### config.mk
export PLATFORM = sky130hd
export DESIGN_NAME = usb_port_sc_regs
export DESIGN_NICKNAME = d
export VERILOG_FILES = /design/src/rtl/usb_portsc_pkg.sv /design/src/rtl/usb_port_addr_dec.sv /design/src/rtl/usb_port_ctrl.sv /design/src/rtl/usb_port_sc_regs.sv
export SDC_FILE = /design/constraint.sdc
export NUM_CORES = 1
export LEC_CHECK = 0
export ABC_AREA = 1
export BUFFER_PORTS_ARGS = -buffer_cell sky130_fd_sc_hd__buf_4
export CORE_ASPECT_RATIO = 0.6
export CORE_MARGIN = 3
export CORE_UTILIZATION = 40
export DETAILED_ROUTE_END_ITERATION = 10
export PLACE_DENSITY = 0.72
export REMOVE_ABC_BUFFERS = 1
export SLEW_MARGIN = 10
export SYNTH_ARGS = -nofsm -noshare
export SYNTH_HDL_FRONTEND = slang
export SYNTH_HIERARCHICAL = 1
export SYNTH_SLANG_ARGS = --single-unit
### constraint.sdc
create_clock -name clk_i -period 1.84 [get_ports clk_i]
set_clock_uncertainty 0.15 [all_clocks]
set_input_delay 0.276 -clock clk_i [delete_from_list [all_inputs] [get_ports clk_i]]
set_output_delay 0.276 -clock clk_i [all_outputs]
set_load 0.02 [all_outputs]
### src/rtl/usb_portsc_pkg.sv
package usb_portsc_pkg;
  localparam int unsigned WORD_W   = 16;
  localparam int unsigned B_CONN   = 0;
  localparam int unsigned B_CONN_C = 1;
  localparam int unsigned B_EN     = 2;
  localparam int unsigned B_EN_C   = 3;
  localparam int unsigned B_DP     = 4;
  localparam int unsigned B_DM     = 5;
  localparam int unsigned B_RESUME = 6;
  localparam int unsigned B_ONE    = 7;
  localparam int unsigned B_LS     = 8;
  localparam int unsigned B_RST    = 9;
  localparam int unsigned B_OC     = 10;
  localparam int unsigned B_OC_C   = 11;
  localparam int unsigned B_SUSP   = 12;
endpackage

### src/rtl/usb_port_addr_dec.sv
module usb_port_addr_dec #(
  parameter int unsigned NUM_PORTS   = 2,
  parameter int unsigned ADDR_W      = 8,
  parameter int unsigned BASE_ADDR   = 16,
  parameter int unsigned ADDR_STRIDE = 2
) (
  input  logic [ADDR_W-1:0]    addr_i,
  output logic [NUM_PORTS-1:0] sel_o
);
  for (genvar g = 0; g < NUM_PORTS; g++) begin : g_sel
    localparam logic [ADDR_W-1:0] PortAddr = ADDR_W'(BASE_ADDR + ADDR_STRIDE * g);
    assign sel_o[g] = (addr_i == PortAddr);
  end
endmodule

### src/rtl/usb_port_ctrl.sv
module usb_port_ctrl
  import usb_portsc_pkg::*;
(
  input  logic              clk_i,
  input  logic              rst_ni,
  input  logic              wr_i,
  input  logic [WORD_W-1:0] wdata_i,
  input  logic              connect_i,
  input  logic              dp_i,
  input  logic              dm_i,
  input  logic              resume_i,
  input  logic              overcur_i,
  input  logic              lowspeed_i,
  output logic [WORD_W-1:0] status_o,
  output logic              en_o,
  output logic              rst_o,
  output logic              susp_o
);
  logic conn_q, conn_c_q, en_q, en_c_q, oc_q, oc_c_q, rst_q, susp_q;
  logic en_d, disc_evt, oc_evt;

  assign disc_evt = conn_q & ~connect_i;
  assign oc_evt   = overcur_i & ~oc_q;

  // hardware disable overrides a software write
  always_comb begin
    en_d = en_q;
    if (wr_i) en_d = wdata_i[B_EN];
    if (disc_evt || oc_evt) en_d = 1'b0;
  end

  always_ff @(posedge clk_i or negedge rst_ni) begin
    if (!rst_ni) begin
      conn_q   <= 1'b0;
      conn_c_q <= 1'b0;
      en_q     <= 1'b0;
      en_c_q   <= 1'b0;
      oc_q     <= 1'b0;
      oc_c_q   <= 1'b0;
      rst_q    <= 1'b0;
      susp_q   <= 1'b0;
    end else begin
      conn_q   <= connect_i;
      oc_q     <= overcur_i;
      en_q     <= en_d;
      // set beats write-one-to-clear
      conn_c_q <= (connect_i != conn_q) | (conn_c_q & ~(wr_i & wdata_i[B_CONN_C]));
      en_c_q   <= (en_d != en_q)        | (en_c_q   & ~(wr_i & wdata_i[B_EN_C]));
      oc_c_q   <= (overcur_i != oc_q)   | (oc_c_q   & ~(wr_i & wdata_i[B_OC_C]));
      if (wr_i) begin
        rst_q  <= wdata_i[B_RST];
        susp_q <= wdata_i[B_SUSP];
      end
    end
  end

  always_comb begin
    status_o           = '0;
    status_o[B_CONN]   = conn_q;
    status_o[B_CONN_C] = conn_c_q;
    status_o[B_EN]     = en_q;
    status_o[B_EN_C]   = en_c_q;
    status_o[B_DP]     = dp_i;
    status_o[B_DM]     = dm_i;
    status_o[B_RESUME] = resume_i;
    status_o[B_ONE]    = 1'b1;
    status_o[B_LS]     = lowspeed_i;
    status_o[B_RST]    = rst_q;
    status_o[B_OC]     = oc_q;
    status_o[B_OC_C]   = oc_c_q;
    status_o[B_SUSP]   = susp_q;
  end

  assign en_o   = en_q;
  assign rst_o  = rst_q;
  assign susp_o = susp_q;
endmodule

### src/rtl/usb_port_sc_regs.sv
module usb_port_sc_regs
  import usb_portsc_pkg::*;
#(
  parameter int unsigned NUM_PORTS   = 2,
  parameter int unsigned ADDR_W      = 8,
  parameter int unsigned BASE_ADDR   = 16,
  parameter int unsigned ADDR_STRIDE = 2
) (
  input  logic                 clk_i,
  input  logic                 rst_ni,
  input  logic                 bus_wr_i,
  input  logic [ADDR_W-1:0]    bus_addr_i,
  input  logic [15:0]          bus_wdata_i,
  output logic [15:0]          bus_rdata_o,
  input  logic [NUM_PORTS-1:0] phy_connect_i,
  input  logic [NUM_PORTS-1:0] phy_dp_i,
  input  logic [NUM_PORTS-1:0] phy_dm_i,
  input  logic [NUM_PORTS-1:0] phy_resume_i,
  input  logic [NUM_PORTS-1:0] phy_overcur_i,
  input  logic [NUM_PORTS-1:0] phy_lowspeed_i,
  output logic [NUM_PORTS-1:0] port_en_o,
  output logic [NUM_PORTS-1:0] port_rst_o,
  output logic [NUM_PORTS-1:0] port_susp_o
);
  logic [NUM_PORTS-1:0] sel;
  logic [WORD_W-1:0]    status [NUM_PORTS];

  usb_port_addr_dec #(
    .NUM_PORTS  (NUM_PORTS),
    .ADDR_W     (ADDR_W),
    .BASE_ADDR  (BASE_ADDR),
    .ADDR_STRIDE(ADDR_STRIDE)
  ) i_addr_dec (
    .addr_i(bus_addr_i),
    .sel_o (sel)
  );

  for (genvar g = 0; g < NUM_PORTS; g++) begin : g_port
    usb_port_ctrl i_port (
      .clk_i     (clk_i),
      .rst_ni    (rst_ni),
      .wr_i      (bus_wr_i & sel[g]),
      .wdata_i   (bus_wdata_i),
      .connect_i (phy_connect_i[g]),
      .dp_i      (phy_dp_i[g]),
      .dm_i      (phy_dm_i[g]),
      .resume_i  (phy_resume_i[g]),
      .overcur_i (phy_overcur_i[g]),
      .lowspeed_i(phy_lowspeed_i[g]),
      .status_o  (status[g]),
      .en_o      (port_en_o[g]),
      .rst_o     (port_rst_o[g]),
      .susp_o    (port_susp_o[g])
    );
  end

  always_comb begin
    bus_rdata_o = '0;
    for (int i = 0; i < NUM_PORTS; i++) begin
      if (sel[i]) bus_rdata_o = bus_rdata_o | status[i];
    end
  end
endmodule

==> metrics, run 1 <==
status=complete, no violations; MaxCap Viol Count=0; Iteration-0 DRC Markers=30; fin crit share=87.2%; CP required=1.41 ns; Final Hold Viols=0; row count=14; Avg Inst Size Synth=6.81 sq um; most area-consuming cells after synthesis=dfrtp_1 33%, nand2_1 27%, buf_4 20%, inv_1 4.3%, ha_1 4.1%; largest area contributor in the netlist=dfrtp_1; Hold Crit Class=in2reg; Tmin final=1.60 ns; Final HPWL DP=1850 um; Leak=0.856 nW; Nets=246; Layout area overhead=21.8%; TritonCTS clock tree=built; largest net degree at the start of global routing=18; EDFF count, synth=0; initial core utilization=44.9%; VDD IR max=0.461 mV; Register Area=400 sq um; Critical Path AT=1.18 ns; CTS Buffer Depth=2; clk root buf=clkbuf_8; Cells after Synth=178; Reg2Reg Setup Slack=0.63 ns; Peak Freq=623 MHz; gr usage total=14.2%; htree depth=1; Synth cell types=14; Final Instance Count excl. Fillers=242; Worst-path clk slew=0.06 ns; startpoint types=input port; # DRC=0; Ys Warns=6; CP Max Fanout=17; first-pass GRT wire length=4280 um; mapped cell area=1210 sq um; Main synth FF type=dfrtp_1; Fin Setup TNS=0 ns; area of the multi-input gates=475 sq um; grt ovf=0; # port buffers=47; chip width=77.1 um; Cells after DPL=233; remaining antenna violation count=0; initial antenna violation count=0; area of the die=3750 sq um; share of layout cells above drive strength 1=26.7%; # resized after CTS=0; number of global-route vias before repair=964; CP endpoint kind=output port; sequential area share after synthesis=33.0%; pwr dens=545 nW/um^2; clk sinks=16; via count=1011; RSZ-0062 raised after global routing=no; Die H=48.6 um; Routed WL=2430 um; CTS buffer count=3; via/cell ratio=4.18; Post-synth ARST share=100%; Final setup violation count=0; core area=2700 sq um; register bit total from synthesis=16; GPL Wtd Cong=0.767; # diodes=0; drt first pass iters=4; Fillers=267; routed len/inst=10.0 um; top cell type's share of synthesized area=33.0%; num ports=61; Slew Limit Fails=0; Setup CP Type=in2out; worst skew pair latency=0.25 ns
==> per-layer routing <==
metal / global-route usage (%) / share of wire [%]
met4: 2.66 / 0.37
met5: 0 / 0
met3: 6.11 / 12
met1: 19.1 / 49
met2: 21.2 / 39
==> cells in the mapped netlist, types with 2 or more instances <==
library cell and instances:
conb_1 4, buf_4 32, nand3_1 2, nand4_1 2, inv_1 14, dfrtp_1 16
nor2_1 8, nand2_1 87, ha_1 4, buf_6 3, buf_2 2, a21oi_1 2
==> cells by family (layout without fill, tap and decap cells) <==
logic type               Yosys count  count (layout)  synth area share [%]
other                              4               8                  1.24
flip-flops                        16              16                  33.0
AND/OR/NAND/NOR                  100             100                  31.8
adder cells (fa/ha/maj)            4               4                  4.13
buffers and inverters             52              72                  29.0
AO/OA/AOI/OAI                      2               2                 0.826
==> state kept, by name, summed over array words and instances (netlist names) <==
register / flops
g_port.i_port/en_c_q: 2
g_port.i_port/susp_o: 2
g_port.i_port/conn_q: 2
g_port.i_port/oc_c_q: 2
g_port.i_port/rst_o: 2
g_port.i_port/oc_q: 2
g_port.i_port/conn_c_q: 2
g_port.i_port/en_o: 2
==> cell type report <==
type                            count  area share [%]
Tap cell                           40            3.39
Sequential cell                    16            27.1
Clock buffer                        4            3.73
Multi-Input combinational cell    114            32.2
Timing Repair Buffer               54            30.0
Inverter                           14            3.56
==> what timing repair did <==
item | CTS | global route
hold endpoints to repair | 20 | 0
setup buffers | 0 | 0
hold buffers | 5 | 0
==> worst paths after layout <==
check                                              from                        end  depth (start not counted)
worst max-delay path                      bus_addr_i[7]             bus_rdata_o[9]                          8
worst min-delay path                    bus_wdata_i[12]    g_port[1].i_port/susp_o                          3
min in group asynchronous                        rst_ni  g_port[0].i_port/conn_c_q                          2
worst max register to register    g_port[1].i_port/oc_q    g_port[1].i_port/en_c_q                          6
max in group asynchronous                        rst_ni     g_port[0].i_port/rst_o                          2
worst min register to register  g_port[0].i_port/oc_c_q    g_port[0].i_port/oc_c_q                          2
==> critical path, stage by stage <==
cell     delay [ns]
buf_4          0.11
nor2_1         0.09
nand2_1        0.07
nor2_1         0.19
buf_12         0.18
nand2_1        0.06
nand2_1        0.07
buf_4          0.14
==> per-stage QoR <==
stage | hold WS [ns] | utilization [%] | power [mW] | instance area (sq um) | worst slack (ns)
6_report | 0.0819 | 54.7 | 0.805 | 1480 | 0.235
5_1_grt | 0.0853 | 54.7 | 0.849 | 1480 | 0.113
4_1_cts | 0.0774 | 54.7 | 0.816 | 1480 | 0.213
3_5_place_dp | 0.00164 | 50.8 | 0.491 | 1370 | 0.130
3_3_place_gp | -0.000121 | 50.8 | 0.490 | 1370 | 0.136
2_1_floorplan | -0.170 | - | 0.417 | 928 | 0.125
==> where the power goes <==
part,internal [mW],switching [mW],leakage (nW),total [mW]
clock,0.190,0.123,0.0288,0.313
sequential,0.367,0.00948,0.186,0.377
combinational,0.0654,0.0502,0.641,0.116
==> placed cells by master (no fill, tap or decap), drive strengths merged <==
master and n:
a21oi 2, buf 49, clkbuf 4, conb 8, dfrtp 16, dlygate4sd3 5, ha 4, inv 14
nand2 87, nand3 2, nand4 2, nor2 9
Note: power is estimated with default switching activity, not from simulation.
==> inputs of run 2 (changes only) <==
RECOVER_POWER = 50   (was not set)
==> run 2 against run 1 <==
  * Clock power is essentially flat
  * Critical path depth is the same
  * Core utilization shrank 0.83 points
  * Final cell count is the same
  * Non-clock buffer count is the same
  * Worst hold slack is essentially flat
  * First-iteration DRC count shrank 17%
  * Largest power group unchanged
==> metrics, run 2 (synthesis results as in run 1) <==
status=complete, no violations; CTS Buffer Depth=2; MaxCap Viol Count=0; clk sinks=16; clk root buf=clkbuf_8; setup slack after layout=0.240 ns; # diodes=0; Leak=0.830 nW; # DRC=0; Final HPWL DP=1850 um; grt ovf=0; Hold Crit Class=in2reg; Nets=246; worst skew pair latency=0.25 ns; Setup CP Type=in2out; Register Area=400 sq um; drt first pass iters=4; htree depth=1; # port buffers=47; chip width=77.1 um; routed wl met2=946 um; RSZ-0062 raised after global routing=no; via count=1004; most frequent cells in the layout=87 x nand2_1, 37 x buf_4, 16 x dfrtp_1; routed len/inst=9.96 um; Slew Limit Headroom=42.4%; pre-CTS setup slack=0.130 ns; remaining antenna violation count=0; Slew Limit Fails=0; Highest Signal Layer=met4; Iteration-0 DRC Markers=25; largest net degree at the start of global routing=18; # resized after CTS=0; Worst-Margin Slew=0.864 ns; first-pass GRT wire length=4280 um; Cells after DPL=233; pwr dens=550 nW/um^2; Worst path most repeated cell=nand2_1; TritonCTS clock tree=built; Tmin final=1.60 ns; Overall Power=0.799 mW; area of the die=3750 sq um; area of the multi-input gates=475 sq um; Critical Path AT=1.17 ns; Peak Freq=625 MHz; Fillers=273; commonest non-fill, non-tap cell in the layout=nand2_1; fin crit share=87.0%; Final Hold Viols=0; Final setup violation count=0; Die H=48.6 um; wl on met1=1180 um; Final Instance Count excl. Fillers=242; VDD IR max=0.469 mV; Finished Cell Area=1450 sq um; startpoint types=input port; CP endpoint kind=output port; initial core utilization=44.9%; CP max-delay cell=nor2_1; Routed WL=2410 um; via/cell ratio=4.15; row count=14; Layout area overhead=19.9%; CP peak stage delay=0.19 ns; Fin Setup TNS=0 ns; share of layout cells above drive strength 1=23.8%; core area=2700 sq um; number of global-route vias before repair=964; GPL Wtd Cong=0.767; CP Max Fanout=17; CP required=1.41 ns; num ports=61; met3 wire length=278 um; initial antenna violation count=0; CTS buffer count=3; gr usage total=14.2%; CP Cell Sequence=buf_4 -> nor2_1 -> nand2_1 -> nor2_1 -> buf_12 -> nand2_1 -> nand2_1 -> buf_4; Worst-path clk slew=0.06 ns; placed inst area=1370 sq um
-- run 2: changes by cell type in the layout (fill, tap and decap cells not counted) --
cell      previous run  this run
buf_4               47        37
clkbuf_1             0         6
clkbuf_4             0         4
-- run 2: worst paths after layout --
kind	cells past startpoint	slack, ns	endpoint	start
max in group asynchronous	2	0.51	g_port[0].i_port/susp_o	rst_ni
min	3	0.08	g_port[1].i_port/susp_o	bus_wdata_i[12]
min reg2reg	2	0.33	g_port[0].i_port/oc_c_q	g_port[0].i_port/oc_c_q
min in group asynchronous	2	0.50	g_port[0].i_port/conn_c_q	rst_ni
max	8	0.24	bus_rdata_o[9]	bus_addr_i[7]
max reg2reg	6	0.63	g_port[1].i_port/en_c_q	g_port[1].i_port/oc_q
-- run 2: final cells by class --
cell class,instances,area share (%)
timing repair buffer,54,28.9
sequential,16,27.5
multi-input combinational,114,32.7
inverter,14,3.61
tap,40,3.44
clock buffer,4,3.79
-- run 2: power by group --
part	leakage, nW	switching (mW)	internal [mW]
registers	0.186	0.00914	0.367
logic	0.615	0.0501	0.0604
clock network	0.0288	0.122	0.190
-- run 2: repair_timing --
action	4_1_cts	5_1_grt
setup buffers	0	0
hold buffers	5	0
endpoints found under the hold margin	20	0
-- run 2: critical path, delay by kind of cell --
family | cells | cell delay [ns]
buffers and inverters | 3 | 0.42
AND/OR/NAND/NOR | 5 | 0.48
-- run 2: metal layers --
metal	vias to the layer above	GRT usage [%]
met2	47	21.2
li1	534	-
met5	-	0
met4	0	2.66
met3	2	6.11
met1	421	19.1
-- run 2: stage by stage --
| step | hold slack (ns) | util, % |
|---|---|---|
| 6_report | 0.0824 | 53.9 |
| 5_1_grt | 0.0853 | 53.9 |
| 4_1_cts | 0.0774 | 54.7 |
| 3_5_place_dp | 0.00164 | 50.8 |
| 3_3_place_gp | -0.000121 | 50.8 |
| 2_1_floorplan | -0.170 | - |
